### config.mk
export PLATFORM = sky130hd
export DESIGN_NAME = flash_cmd_seq
export DESIGN_NICKNAME = d
export VERILOG_FILES = /design/src/rtl/fseq_pkg.sv /design/src/rtl/fseq_step_gen.sv /design/src/rtl/fseq_delay.sv /design/src/rtl/fseq_toggle.sv /design/src/rtl/flash_cmd_seq.sv
export SDC_FILE = /design/constraint.sdc
export NUM_CORES = 1
export LEC_CHECK = 0
export ABC_AREA = 0
export CORE_ASPECT_RATIO = 0.7
export CORE_MARGIN = 2
export CORE_UTILIZATION = 25
export DETAILED_ROUTE_END_ITERATION = 8
export PLACE_DENSITY = 0.44
export SLEW_MARGIN = 20
export SYNTH_ARGS = -nofsm -noshare
export SYNTH_HDL_FRONTEND = slang
export SYNTH_SLANG_ARGS = --single-unit
export TNS_END_PERCENT = 20
### constraint.sdc
create_clock -name clk -period 2.85 [get_ports clk]
set_input_delay 0.855 -clock clk [delete_from_list [all_inputs] [get_ports clk]]
set_output_delay 0.855 -clock clk [all_outputs]
set_load 0.01 [all_outputs]
### src/rtl/fseq_pkg.sv
// Shared types, command bytes and per-operation properties for the
// parallel flash command sequencer. Assumes a byte-wide flash.
package fseq_pkg;

    localparam int DW = 8;

    typedef enum logic [2:0] {
        OP_CHIP_ERASE = 3'd0,
        OP_SECT_ERASE = 3'd1,
        OP_BLK_ERASE  = 3'd2,
        OP_PROGRAM    = 3'd3,
        OP_LOCK       = 3'd4,
        OP_UNLOCK     = 3'd5
    } op_e;

    typedef enum logic [2:0] {
        S_IDLE, S_WR, S_GAP, S_RD, S_RGAP, S_SETTLE, S_DONE
    } st_e;

    localparam logic [15:0] KEY_ADDR_A = 16'h5555;
    localparam logic [15:0] KEY_ADDR_B = 16'h2AAA;
    localparam logic [7:0]  KEY_BYTE_A = 8'hAA;
    localparam logic [7:0]  KEY_BYTE_B = 8'h55;
    localparam logic [7:0]  CMD_SETUP  = 8'h80;
    localparam logic [7:0]  CMD_CHIP   = 8'h10;
    localparam logic [7:0]  CMD_SECT   = 8'h30;
    localparam logic [7:0]  CMD_BLK    = 8'h50;
    localparam logic [7:0]  CMD_PROG   = 8'hA0;
    localparam logic [7:0]  CMD_OPEN   = 8'h20;

    // Legal operation code check
    function automatic logic op_legal(input logic [2:0] code);
        return code <= 3'd5;
    endfunction

    // Index of the final write in an operation's frame
    function automatic logic [2:0] last_idx(input op_e op);
        case (op)
            OP_PROGRAM: return 3'd3;
            OP_LOCK:    return 3'd2;
            default:    return 3'd5;
        endcase
    endfunction

    // Erase frames take the long inter-cycle spacing
    function automatic logic is_spaced(input op_e op);
        return (op == OP_CHIP_ERASE) || (op == OP_SECT_ERASE) || (op == OP_BLK_ERASE);
    endfunction

    // Operations that wait on the toggling status bit
    function automatic logic is_polled(input op_e op);
        return is_spaced(op) || (op == OP_PROGRAM);
    endfunction

    // Largest of four delay parameters, sizes the shared timer
    function automatic int max4(input int a, input int b, input int c, input int d);
        int m;
        m = a;
        if (b > m) m = b;
        if (c > m) m = c;
        if (d > m) m = d;
        return m;
    endfunction

endpackage

### src/rtl/fseq_step_gen.sv
// Maps (operation, write index) to the address and data of that write
// cycle, and flags the last write of the frame. Purely combinational.
// Assumes AW is at least 16 so the key offsets fit.
module fseq_step_gen
    import fseq_pkg::*;
#(
    parameter int AW = 19
) (
    input  op_e            op,
    input  logic [2:0]     idx,
    input  logic [AW-1:0]  tgt_addr,
    input  logic [DW-1:0]  tgt_data,
    output logic [AW-1:0]  s_addr,
    output logic [DW-1:0]  s_data,
    output logic           s_last
);
    localparam logic [AW-1:0] KA = AW'(KEY_ADDR_A);
    localparam logic [AW-1:0] KB = AW'(KEY_ADDR_B);

    // Select the write for the current position in the frame
    always_comb begin
        s_addr = KA;
        s_data = KEY_BYTE_A;
        case (idx)
            3'd0: begin
                s_addr = KA;
                s_data = KEY_BYTE_A;
            end
            3'd1, 3'd4: begin
                s_addr = KB;
                s_data = KEY_BYTE_B;
            end
            3'd2: begin
                s_addr = KA;
                s_data = (op == OP_PROGRAM || op == OP_LOCK) ? CMD_PROG : CMD_SETUP;
            end
            3'd3: begin
                if (op == OP_PROGRAM) begin
                    s_addr = tgt_addr;
                    s_data = tgt_data;
                end else begin
                    s_addr = KA;
                    s_data = KEY_BYTE_A;
                end
            end
            default: begin
                case (op)
                    OP_CHIP_ERASE: begin s_addr = KA;       s_data = CMD_CHIP; end
                    OP_SECT_ERASE: begin s_addr = tgt_addr; s_data = CMD_SECT; end
                    OP_BLK_ERASE:  begin s_addr = tgt_addr; s_data = CMD_BLK;  end
                    default:       begin s_addr = KA;       s_data = CMD_OPEN; end
                endcase
            end
        endcase
    end

    // Last write of the frame for this operation
    assign s_last = (idx == last_idx(op));

endmodule

### src/rtl/fseq_delay.sv
// Loadable down-counter used for write pulses, spacing, read pulses and
// the settle wait. zero is high once the loaded count has run out.
module fseq_delay #(
    parameter int TW = 16
) (
    input  logic          clk,
    input  logic          rst_n,
    input  logic          load,
    input  logic [TW-1:0] load_val,
    output logic          zero
);
    logic [TW-1:0] cnt;

    // Load on request, otherwise count down to zero and hold
    always_ff @(posedge clk) begin
        if (!rst_n)              cnt <= '0;
        else if (load)           cnt <= load_val;
        else if (cnt != '0)      cnt <= cnt - 1'b1;
    end

    assign zero = (cnt == '0);

endmodule

### src/rtl/fseq_toggle.sv
// Toggle-bit completion detector. It keeps the previous sample of the
// status bit and counts comparisons that found the bit changed.
// match/timeout are valid in the cycle a sample is offered.
module fseq_toggle #(
    parameter int MAX_POLLS = 32'h0FFF_FFFF
) (
    input  logic clk,
    input  logic rst_n,
    input  logic clear,
    input  logic sample,
    input  logic bit_in,
    output logic match,
    output logic timeout
);
    localparam int CW = $clog2(MAX_POLLS + 1);

    logic          have_prev;
    logic          prev;
    logic [CW-1:0] nmis;
    logic          same;

    assign same    = have_prev && (bit_in == prev);
    assign match   = sample && same;
    assign timeout = sample && have_prev && !same && (nmis == CW'(MAX_POLLS - 1));

    // Track the last sample and the number of mismatching comparisons
    always_ff @(posedge clk) begin
        if (!rst_n || clear) begin
            have_prev <= 1'b0;
            prev      <= 1'b0;
            nmis      <= '0;
        end else if (sample) begin
            have_prev <= 1'b1;
            prev      <= bit_in;
            if (have_prev && !same) nmis <= nmis + 1'b1;
        end
    end

endmodule

### src/rtl/flash_cmd_seq.sv
// Parallel NOR flash command sequencer. It accepts one operation while
// idle, plays its unlock/command frame on the flash bus, and then polls
// the toggle bit, waits a settle time, or finishes at once, depending on
// the operation. Assumes the flash samples data while flash_we_n is low
// and drives flash_din while flash_oe_n is low. All delays are in clocks
// and must be at least 1.
module flash_cmd_seq
    import fseq_pkg::*;
#(
    parameter int AW            = 19,
    parameter int WE_CYCLES     = 4,
    parameter int GAP_CYCLES    = 500,
    parameter int SETTLE_CYCLES = 10000,
    parameter int RD_CYCLES     = 4,
    parameter int MAX_POLLS     = 32'h0FFF_FFFF
) (
    input  logic          clk,
    input  logic          rst_n,
    input  logic          req_valid,
    input  logic [2:0]    req_op,
    input  logic [AW-1:0] req_addr,
    input  logic [7:0]    req_data,
    output logic          busy,
    output logic          done,
    output logic          err,
    output logic [AW-1:0] flash_addr,
    output logic [7:0]    flash_dout,
    input  logic [7:0]    flash_din,
    output logic          flash_we_n,
    output logic          flash_oe_n
);
    localparam int DMAX = max4(WE_CYCLES, GAP_CYCLES, SETTLE_CYCLES, RD_CYCLES);
    localparam int TW   = $clog2(DMAX + 1) + 1;
    localparam logic [TW-1:0] LD_WE  = TW'(WE_CYCLES - 1);
    localparam logic [TW-1:0] LD_GAP = TW'(GAP_CYCLES - 1);
    localparam logic [TW-1:0] LD_SET = TW'(SETTLE_CYCLES - 1);
    localparam logic [TW-1:0] LD_RD  = TW'(RD_CYCLES - 1);

    st_e           st, st_n;
    op_e           op_q;
    logic [AW-1:0] addr_q;
    logic [7:0]    data_q;
    logic [2:0]    idx, idx_n;
    logic          err_q;

    logic          tmr_load;
    logic [TW-1:0] tmr_val;
    logic          tmr_zero;

    logic [AW-1:0] s_addr;
    logic [7:0]    s_data;
    logic          s_last;

    logic          accept;
    logic          poll_sample;
    logic          poll_match;
    logic          poll_tmo;
    logic          unused_din;

    assign accept      = (st == S_IDLE) && req_valid && op_legal(req_op);
    assign poll_sample = (st == S_RD) && tmr_zero;
    assign unused_din  = ^{flash_din[7], flash_din[5:0]};

    fseq_step_gen #(.AW(AW)) u_step (
        .op       (op_q),
        .idx      (idx),
        .tgt_addr (addr_q),
        .tgt_data (data_q),
        .s_addr   (s_addr),
        .s_data   (s_data),
        .s_last   (s_last)
    );

    fseq_delay #(.TW(TW)) u_delay (
        .clk      (clk),
        .rst_n    (rst_n),
        .load     (tmr_load),
        .load_val (tmr_val),
        .zero     (tmr_zero)
    );

    fseq_toggle #(.MAX_POLLS(MAX_POLLS)) u_toggle (
        .clk     (clk),
        .rst_n   (rst_n),
        .clear   (accept),
        .sample  (poll_sample),
        .bit_in  (flash_din[6]),
        .match   (poll_match),
        .timeout (poll_tmo)
    );

    // Next-state, write index and timer reload decisions
    always_comb begin
        st_n     = st;
        idx_n    = idx;
        tmr_load = 1'b0;
        tmr_val  = '0;
        case (st)
            S_IDLE: begin
                if (accept) begin
                    st_n     = S_WR;
                    idx_n    = 3'd0;
                    tmr_load = 1'b1;
                    tmr_val  = LD_WE;
                end
            end
            S_WR: begin
                if (tmr_zero) begin
                    st_n     = S_GAP;
                    tmr_load = 1'b1;
                    tmr_val  = is_spaced(op_q) ? LD_GAP : '0;
                end
            end
            S_GAP: begin
                if (tmr_zero) begin
                    tmr_load = 1'b1;
                    if (!s_last) begin
                        st_n    = S_WR;
                        idx_n   = idx + 3'd1;
                        tmr_val = LD_WE;
                    end else if (is_polled(op_q)) begin
                        st_n    = S_RD;
                        tmr_val = LD_RD;
                    end else if (op_q == OP_UNLOCK) begin
                        st_n    = S_SETTLE;
                        tmr_val = LD_SET;
                    end else begin
                        st_n    = S_DONE;
                    end
                end
            end
            S_RD: begin
                if (tmr_zero) begin
                    st_n = (poll_match || poll_tmo) ? S_DONE : S_RGAP;
                end
            end
            S_RGAP: begin
                st_n     = S_RD;
                tmr_load = 1'b1;
                tmr_val  = LD_RD;
            end
            S_SETTLE: begin
                if (tmr_zero) st_n = S_DONE;
            end
            default: st_n = S_IDLE;
        endcase
    end

    // State and write index registers
    always_ff @(posedge clk) begin
        if (!rst_n) begin
            st  <= S_IDLE;
            idx <= 3'd0;
        end else begin
            st  <= st_n;
            idx <= idx_n;
        end
    end

    // Capture the accepted request
    always_ff @(posedge clk) begin
        if (!rst_n) begin
            op_q   <= OP_CHIP_ERASE;
            addr_q <= '0;
            data_q <= '0;
        end else if (accept) begin
            op_q   <= op_e'(req_op);
            addr_q <= req_addr;
            data_q <= req_data;
        end
    end

    // Timeout flag, cleared on acceptance and set when the poll gives up
    always_ff @(posedge clk) begin
        if (!rst_n || accept) err_q <= 1'b0;
        else if (poll_tmo)    err_q <= 1'b1;
    end

    // Bus and host outputs, decoded from the registered state
    always_comb begin
        flash_we_n = (st != S_WR);
        flash_oe_n = (st != S_RD);
        flash_addr = '0;
        flash_dout = '0;
        if (st == S_WR || st == S_GAP) begin
            flash_addr = s_addr;
            flash_dout = s_data;
        end else if (st == S_RD || st == S_RGAP) begin
            flash_addr = addr_q;
        end
        busy = (st != S_IDLE);
        done = (st == S_DONE);
        err  = (st == S_DONE) && err_q;
    end

endmodule

==> results of run 1 <==
==> power by group through the flow <==
| stage | clock network (mW) | registers, mW | logic (mW) |
|---|---|---|---|
| global route | 1.26 | 1.49 | 2.53 |
| detailed placement | 0 | 1.49 | 2.28 |
| global placement | 0 | 1.48 | 2.26 |
| floorplan | 0 | 1.45 | 1.37 |
| finish | 1.17 | 1.47 | 2.31 |
| CTS | 1.21 | 1.47 | 2.31 |
==> layout by cell type, fill, tap and decap left out, types with 7 or more instances in the layout <==
| master | n |
|---|---|
| inv_1 | 12 |
| o21ai_0 | 35 |
| buf_6 | 10 |
| o21a_1 | 10 |
| or3_1 | 17 |
| clkbuf_16 | 9 |
| a21oi_1 | 74 |
| nor2_1 | 32 |
| buf_4 | 55 |
| dlygate4sd2_1 | 7 |
| xnor2_1 | 12 |
| nand3_1 | 15 |
| dfxtp_1 | 80 |
| nand2_1 | 99 |
| buf_2 | 15 |
| nand4_1 | 16 |
| a21o_1 | 13 |
| clkdlybuf4s50_1 | 37 |
==> final timing paths <==
path | end | slack [ns] | depth (start not counted) | start
setup / recovery | flash_addr[0] | -0.18 | 11 | idx[0]
hold / removal | addr_q[16] | 0.45 | 2 | addr_q[16]
setup reg to reg | u_delay.cnt[4] | 0.40 | 8 | u_delay.cnt[0]
hold reg to reg | addr_q[16] | 0.45 | 2 | addr_q[16]
==> synth_stat cells (3+ instances only) <==
library cell   n
a21o_1        13
a21oi_1       75
a31oi_1        3
and2_1         4
and3_1         4
buf_2          9
clkbuf_1      16
dfxtp_1       82
ha_1           9
inv_1         14
nand2_1       99
nand2b_1       3
nand3_1       15
nand3b_1       4
nand4_1       16
nand4b_1       3
nor2_1        34
nor2b_1        6
nor3_1         5
nor3b_1        3
nor4_1         5
o211a_1        3
o211ai_1       5
o21a_1        10
o21ai_0       36
o31a_1         3
o31ai_1        3
o32ai_1        3
or3_1         17
or4_1          6
xnor2_1       13
xor2_1         4
==> flip-flops by register name, indices dropped and copies added (netlist names) <==
name                count
u_toggle.prev           1
u_toggle.nmis          28
u_delay.cnt            15
err_q                   1
idx                     3
addr_q                 19
st                      3
u_toggle.have_prev      1
op_q                    3
data_q                  8
==> worst max-delay path, cell delays in order (launching register included) <==
cell and delay [ns]:
dfxtp_4 0.38, ha_4 0.17, ha_4 0.17, buf_6 0.13
xnor2_2 0.12, a21oi_1 0.13, o22ai_1 0.08, a21oi_1 0.16
buf_4 0.18, buf_6 0.11, a21o_1 0.10, buf_6 0.11
==> repair_timing <==
action                                  in CTS  in global routing
hold endpoints to repair                     0                  0
gates resized for setup                    121                  6
buffers inserted                             8                  0
hold buffers                                 0                  0
pin swaps                                   18                  2
endpoints found under the setup margin      27                 28
==> cell families (layout without fill, tap and decap cells) <==
logic type | count (synthesis) | after routing | share of synthesized area
and+or+nand+nor | 242 | 242 | 0.290
AOI/OAI and AO/OA | 171 | 171 | 0.233
muxes | 1 | 1 | 0.00227
DFF | 82 | 82 | 0.372
adders and majority gates | 10 | 10 | 0.0278
buffers and inverters | 43 | 158 | 0.0409
xor gates and xnor gates | 17 | 17 | 0.0338
==> final cells by class <==
type	instances	area [µm²]
repair buffers	128	1090
multi-input cells	441	2700
flip-flops and latches	82	1650
clock inverters	3	40.0
well taps	231	289
fillers	1823	11100
inverters	15	58.8
clock buffers	12	246
==> metal layers <==
metal  part of all wire  vias to the layer above  routed length [µm]
met1               0.53                     2135                6890
met3              0.031                        9                 411
met4              0.011                        0                 138
met5                  0                        -                   0
li1                   -                     2260                   -
met2               0.43                       75                5680
==> summary.txt, run 1 <==
STA
  • Setup Total Neg Slack: -2.69 ns
  • RSZ-0062 raised after global routing: true
  • Fin crit share: 1.06
  • Setup violations, final: 26
  • Post-Route Skew: about 0.0068 ns
  • Final hold slack: between 0.4 and 0.5 ns
  • Final min period: 3.03 ns
  • Fmax: 0.330 GHz
  • Tightest Pin Transition: 0.641 ns
  • Final Hold Fails: 0
  • Max Slew Vio Count: 0
  • Final Worst Setup Slack: -0.180 ns
  • Slew margin rel.: 0.571

Worst setup path
  • WP data arrival: 2.17 ns
  • CP Launch Type: flip-flop
  • CP Capture Type: output pin
  • CP Max Fanout: 5
  • Type of the worst setup path: reg2out
  • Worst path required time: roughly 2.0 ns

Synthesis
  • Synthesized cell area: ~4400 µm²
  • Synth cell types: between 60 and 70
  • Mean post-synth cell area: between 7 and 8 µm²
  • Sequential area share after synthesis: 0.372
  • Yosys reg bits: between 80 and 90
  • Synth Warn #: 0
  • Top FF cell, synth: dfxtp_1
  • Ranking of synthesized cells by area: dfxtp_1 (37%), a21oi_1 (8.5%), nand2_1 (8.4%)
  • Leading area contributor after synthesis: dfxtp_1
  • Post-Synthesis Cells: 566
  • Synth top area share: 0.372
  • FFs w/ async S/R, synth: 0
  • Syn Nets: a little over 600
  • Number of flops mapped to enable cells by yosys: 0

Place
  • DP Worst Slack: -0.417 ns
  • Buffers on Ports: 65
  • Final HPWL from detailed placement: 9620 µm
  • Routability cong.: 0.764
  • Post-placement cell area: 5670 µm²
  • Placed insts: 889

Finish
  • Finished Cell Area: approximately 6100 µm²
  • # diodes: 0
  • Non-filler cells, final: between 900 and 1,000
  • Utilization after layout: 0.353
  • Layout area overhead: 38.0%
  • # nets final: 727
  • Share of cells above drive strength 1: 0.191

Power
  • Cell Pwr Density: between 800 and 900 nW/µm²
  • Static leakage: between 2 and 2.5 nW
  • Maximum vdd drop: 0.378 mV
  • Post-route total power: roughly 5 mW
  • P_int: ~3.1 mW
  • Sw Share: 0.376
  • Logic pwr share: 0.467
  • Switching power: 1.86 mW
  • Clk pwr share: 0.236
  • Part of the power in registers: 0.297

Routing
  • Initial DRC Count: roughly 250
  • Via count: ~4,500
  • Detail Route Antenna Nets: 0
  • # DRC: 0
  • Via density: 4.91
  • Wire per inst: around 14 µm
  • Drt pass-1 iters: 6
  • Routed WL: around 13,000 µm

Floorplanning
  • Die height: about 120 µm
  • Core area: approximately 17,000 µm²
  • # IOs: 73
  • Starting Density: 0.256
  • # rows: 40
  • Die area: approximately 19,000 µm²
  • Die X: 163 µm

Global routing
  • Grt peak-use layer: met2
  • M1 GR Usage: 0.202
  • Met3 Resource Use GR: 0.0397
  • Total grt overflow: 0
  • Global-route wire length before repair: 21,600 µm
  • Vias in the first global route: roughly 4,300
  • GRT Util Overall: 0.145
  • GR Util met2: 0.222
  • Largest net degree at the start of global routing: 36
  • Initial antenna violation count: 0

Status
  • Failing checks: setup timing
  • Status: finished with violations

CTS
  • H-tree levels: 3
  • CTS max path bufs: 2
  • Root buffer cell: clkbuf_16
  • Clock slew at reported path FFs: ~0.060 ns
  • Cts bufs inserted: 9
  • CTS Sinks: 82
  • Clk_lat worst skew: about 0.34 ns
  • CTS tree: yes

Hold path
  • Hold crit path type: reg2reg

Flow run
  • Max_cap viols: 0
Note: power is estimated with default switching activity, not from simulation.
==> run 2: changes to the inputs <==
Settings changed: PLACE_DENSITY 0.44 to 0.43.
Clock period 2.85 ns to 3.2 ns, I/O delays scaled along.
==> run 2 against run 1 <==
Effect of this change:
- combinational power shrank 15%
- critical endpoint is now flash_addr[2]
- die area is the same
- clock power shrank 18%
- the run ends with DRC left
- power shrank 14%
- first-iteration DRC count grew 27%
- register-to-register slack gained 0.37 ns
- setup slack gained 0.20 ns
- sequential share of layout area grew 0.48 points
- worst hold slack lost 0.0016 ns
- non-clock buffer count shrank 14
==> summary.txt, run 2 (synthesis results as in run 1) <==
Power
  • Clk pwr share: 0.226
  • Part of the power in registers: 0.308
  • Sw Share: 0.383
  • Post-route total power: around 4.2 mW
  • P_int: 2.61 mW
  • Switching power: roughly 1.6 mW
  • Logic pwr share: 0.466
  • Static leakage: ~2.2 nW
  • Cell Pwr Density: roughly 710 nW/µm²
  • Maximum vdd drop: between 0.2 and 0.3 mV

Place
  • Final HPWL from detailed placement: 9410 µm
  • Buffers on Ports: 65
  • DP Worst Slack: -0.179 ns
  • Routability cong.: 0.761

Floorplanning
  • Starting Density: 0.256
  • Die area: approximately 19,000 µm²
  • Core area: about 17,000 µm²
  • Die X: between 150 and 200 µm
  • # IOs: between 70 and 80
  • # rows: 40
  • Die height: between 100 and 150 µm

Finish
  • # nets final: roughly 700
  • Most common cell after layout, fill and taps aside: nand2_1
  • Max FFs per register: 28
  • Multi-input gate area: 2710 µm²
  • Layout area overhead: 35.5%
  • # diodes: 0
  • FILL cells: ~1,800
  • Biggest register: u_toggle.nmis
  • Commonest non-fill, non-tap cells in the layout: nand2_1 (99), dfxtp_1 (80), a21oi_1 (73), clkdlybuf4s50_1 (38), buf_4 (38)
  • Storage cell area: between 1500 and 2000 µm²
  • Utilization after layout: 0.347
  • Top flop regs: u_toggle.nmis (28), addr_q (19), u_delay.cnt (15)
  • Share of cells above drive strength 1: 0.169

Status
  • Status: finished with violations
  • Failing checks: DRC

Routing
  • Drt pass-1 iters: 6
  • Routed WL: 12,800 µm
  • Via count: between 4,000 and 5,000
  • Detail Route Antenna Nets: 0
  • Via density: 4.88
  • # DRC: 1
  • Initial DRC Count: between 300 and 400
  • Wire per inst: ~14 µm

Worst setup path
  • Worst path required time: 2.24 ns
  • CP Launch Type: flip-flop
  • CP Capture Type: output pin
  • CP peak stage delay: 0.37 ns
  • CP Max Fanout: 7
  • RR Startpoint: u_delay.cnt[0]
  • Bufs and invs on worst path: 5
  • Reg-to-reg slack, setup: 0.77 ns
  • Worst path slowest cell: dfxtp_4
  • WP data arrival: ~2.2 ns
  • Type of the worst setup path: reg2out
  • Largest delay contributor family on the critical path: buffers and inverters
  • Cells along the critical path: buf_6 -> ha_4 -> mux2i_4 -> nor2_2 -> maj3_2 -> o21ai_2 -> buf_6 -> buf_12 -> buf_6 -> a21o_1 -> buf_2
  • Crit path launch: idx[0]
  • CP dominant cell by count: buf_6

Global routing
  • GRT Util Overall: 0.138
  • Initial antenna violation count: 0
  • Vias in the first global route: about 4,000
  • Global-route wire length before repair: ~21,000 µm
  • Largest net degree at the start of global routing: 30
  • Total grt overflow: 0

STA
  • Final Hold Fails: 0
  • Final min period: ~3.2 ns
  • Tightest Pin Transition: approximately 0.77 ns
  • Setup violations, final: 0
  • RSZ-0062 raised after global routing: true
  • Post-Route Skew: 0.00800 ns
  • Slew margin rel.: 0.484
  • Max Slew Vio Count: 0
  • Final hold slack: roughly 0.45 ns
  • Fmax: 0.315 GHz
  • Final Worst Setup Slack: around 0.022 ns
  • Fin crit share: 0.993

Hold path
  • Hold crit path type: reg2reg
  • Hold path startpoint: addr_q[15]

CTS
  • Clk_lat worst skew: 0.34 ns
  • Clock slew at reported path FFs: ~0.06 ns
  • Post-CTS Hold Buffers: 0
  • CTS max path bufs: 2
  • Cts bufs inserted: 9
  • CTS tree: yes
  • H-tree levels: 3
  • CTS Sinks: 82
  • Root buffer cell: clkbuf_16

Flow run
  • Max_cap viols: 0
==> run 2: area by class of cell <==
type / instances / area share
clock inverters: 5 / 0.00524
inverters: 15 / 0.00942
well taps: 231 / 0.0484
repair buffers: 114 / 0.167
flip-flops and latches: 82 / 0.276
clock buffers: 10 / 0.0400
multi-input cells: 441 / 0.454
==> run 2: worst paths after layout <==
path | depth (start not counted) | to
hold reg to reg | 2 | addr_q[15]
setup / recovery | 11 | flash_addr[2]
setup reg to reg | 7 | idx[2]
hold / removal | 2 | addr_q[15]
==> run 2: metal layers <==
layer  routed length, µm  track usage  vias up  part of all wire
li1                    -            -     2231                 -
met3                 498       0.0397        7             0.039
met2                5490        0.206       78              0.43
met4                 100       0.0289        0            0.0078
met1                6760        0.197     2064              0.53
met5                   0            0        -                 0
==> run 2: per-stage QoR <==
stage                     cell area, µm²  instances  TNS (ns)
after floorplan                     4410        566         0
after global placement              5550        874     -2.22
after detailed placement            5550        874     -2.39
after CTS                           5920        896     -1.27
after global routing                5970        898    -0.480
final                               5970        898         0
==> run 2: what timing repair did <==
item	in CTS	in global routing
pin swaps	8	9
setup buffers	7	2
setup endpoints to repair	27	23
resized for setup	61	46
==> run 2: worst register-to-register path: stages (launching register included) <==
cell and delay (ns):
dfxtp_1 0.33, inv_1 0.10, ha_1 0.16, nor4b_2 0.31, nand4_2 0.32, nor4_1 0.65, nand2_1 0.21, o32ai_1 0.27
==> run 2: power groups by stage <==
stage	sequential [mW]	clock (mW)	combinational, mW
3_3_place_gp	1.32	0	1.91
3_5_place_dp	1.33	0	1.92
6_report	1.30	0.959	1.97
5_1_grt	1.33	1.04	2.17
4_1_cts	1.31	0.999	1.98
2_1_floorplan	1.29	0	1.21
==> run 3: changes to the inputs <==
Settings changed: CORE_UTILIZATION 25 to 54, PLACE_DENSITY 0.43 to 0.8.
Clock period 3.2 ns to 3.1 ns, I/O delays scaled along.
==> run 3 against run 2 <==
Effect of this change:
- the run ends with setup timing left
- power rose by 3.3%
- clock power rose by 5%
- worst hold slack got worse by 0.0026 ns
==> summary.txt, run 3 (synthesis results as in run 1) <==
Finish
  • FILL cells: between 600 and 700
  • Finished Cell Area: 5790 µm²
  • # nets final: approximately 700
  • Commonest non-fill, non-tap cells in the layout: nand2_1 (99), dfxtp_1 (78), a21oi_1 (71), buf_4 (41), clkdlybuf4s50_1 (38)
  • Most common cell after layout, fill and taps aside: nand2_1
  • Biggest register: u_toggle.nmis
  • # diodes: 0
  • Layout area overhead: 31.3%
  • Utilization after layout: 0.732
  • Max FFs per register: 28
  • Top flop regs: u_toggle.nmis (28), addr_q (19), u_delay.cnt (15)
  • Share of cells above drive strength 1: 0.176

Routing
  • Initial DRC Count: about 400
  • Wire per inst: between 15 and 20 µm
  • Via density: 5.97
  • # DRC: 0
  • Via count: 4,572
  • Routed WL: approximately 12,000 µm
  • Drt pass-1 iters: 5
  • Detail Route Antenna Nets: 0

Worst setup path
  • Worst path slowest cell: dfxtp_2
  • CP Max Fanout: 7
  • CP Capture Type: output pin
  • CP Launch Type: flip-flop
  • CP endpoint: flash_addr[13]
  • Worst path required time: ~2.2 ns
  • Worst r2r dst: u_delay.cnt[4]
  • WP data arrival: about 2.3 ns
  • Reg-to-reg slack, setup: 0.64 ns
  • Type of the worst setup path: reg2out
  • Cells along the critical path: ha_2 -> ha_4 -> nor2_4 -> nand3b_1 -> a311oi_2 -> buf_4 -> a21o_4 -> o21a_1 -> clkdlybuf4s15_2
  • RR Startpoint: u_delay.cnt[0]
  • Crit path launch: idx[0]
  • Worst reg2reg path depth: 8
  • CP peak stage delay: around 0.34 ns

Place
  • DP Worst Slack: -0.250 ns
  • Final HPWL from detailed placement: between 8000 and 9000 µm
  • Buffers on Ports: 65
  • Post-placement cell area: between 5000 and 6000 µm²
  • Routability cong.: ~0.9

Floorplanning
  • # IOs: between 70 and 80
  • Die X: 112 µm
  • Die area: slightly below 9000 µm²
  • Core area: between 7000 and 8000 µm²
  • Die height: between 70 and 80 µm
  • # rows: 27
  • Starting Density: 0.558

Global routing
  • Met3 Resource Use GR: 0.0554
  • Largest net degree at the start of global routing: 36
  • GR Util met2: 0.451
  • Vias in the first global route: around 4,300
  • Global-route wire length before repair: ~20,000 µm
  • M1 GR Usage: 0.370
  • Total grt overflow: 0
  • Grt peak-use layer: met2
  • Initial antenna violation count: 0
  • GRT Util Overall: 0.276

CTS
  • CTS tree: yes
  • CTS max path bufs: 2
  • H-tree levels: 3
  • Clock slew at reported path FFs: about 0.060 ns
  • CTS Sinks: around 80
  • Cts bufs inserted: 9
  • Clk_lat worst skew: 0.34 ns
  • Root buffer cell: clkbuf_16

STA
  • Max Slew Vio Count: 0
  • Tightest Pin Transition: approximately 0.88 ns
  • Fin crit share: 1.03
  • Final hold slack: 0.449 ns
  • Final Hold Fails: 0
  • Post-Route Skew: about 0.0053 ns
  • Final Worst Setup Slack: -0.0912 ns
  • RSZ-0062 raised after global routing: true
  • Final min period: ~3.2 ns
  • Fmax: roughly 0.31 GHz
  • Slew margin rel.: 0.412
  • Setup violations, final: 8

Status
  • Status: finished with violations
  • Failing checks: setup timing

Hold path
  • Hold crit path type: reg2reg

Power
  • Maximum vdd drop: between 0.5 and 0.6 mV
  • Cell Pwr Density: ~760 nW/µm²
  • Static leakage: roughly 2.2 nW

Flow run
  • Max_cap viols: 0
run 3: routing by layer:
metal,part of all wire,up-vias
met5,0,-
met2,0.47,143
met1,0.46,2180
li1,-,2227
met4,0.018,0
met3,0.049,22
run 3: layout make-up:
cell class	instances	area (µm²)	share of cell area
inverter	15	56.3	0.00973
clock inverter	6	41.3	0.00713
sequential	82	1650	0.284
tap	101	126	0.0218
multi-input combinational	441	2730	0.472
clock buffer	10	239	0.0413
timing repair buffer	111	947	0.164
run 3: worst min path at each step:
stage / cells after the start / slack [ns] / startpoint / to
global placement: 2 / 0.44 / addr_q[16] / addr_q[16]
floorplan: 2 / 0.43 / addr_q[15] / addr_q[15]
CTS: 2 / 0.45 / addr_q[16] / addr_q[16]
detailed placement: 2 / 0.44 / addr_q[16] / addr_q[16]
finish: 2 / 0.45 / data_q[1] / data_q[1]
global route: 2 / 0.48 / addr_q[16] / addr_q[16]
run 3: per-stage QoR:
step	cells	setup TNS (ns)	power, mW
after floorplan	566	0	2.59
after global placement	741	-2.02	3.24
after CTS	765	-0.807	4.31
after detailed placement	741	-2.80	3.30
final	766	-0.595	4.37
after global routing	766	-1.84	4.64
run 3: where the power goes:
group          total, mW  internal (mW)  leakage, nW  switching (mW)
Sequential          1.37           1.21        0.669           0.156
Clock               1.01          0.564        0.131           0.450
Combinational       1.99          0.883         1.42            1.11
Total               4.37           2.66         2.22            1.72
run 3: what timing repair did:
item                                    CTS  global route
hold buffers                              0             0
resized for setup                        92            22
setup buffers                             8             1
pin swaps                                10             5
endpoints found under the hold margin     0             0
endpoints found under the setup margin   27            26
run 3: critical path: cells and delay by family, from the launching register on:
family                   cells  cell delay [ns]
adder cells (fa/ha/maj)      2             0.39
AO/OA/AOI/OAI                3             0.56
flip-flops                   1             0.34
AND/OR/NAND/NOR              2             0.24
buffers and inverters        2             0.39
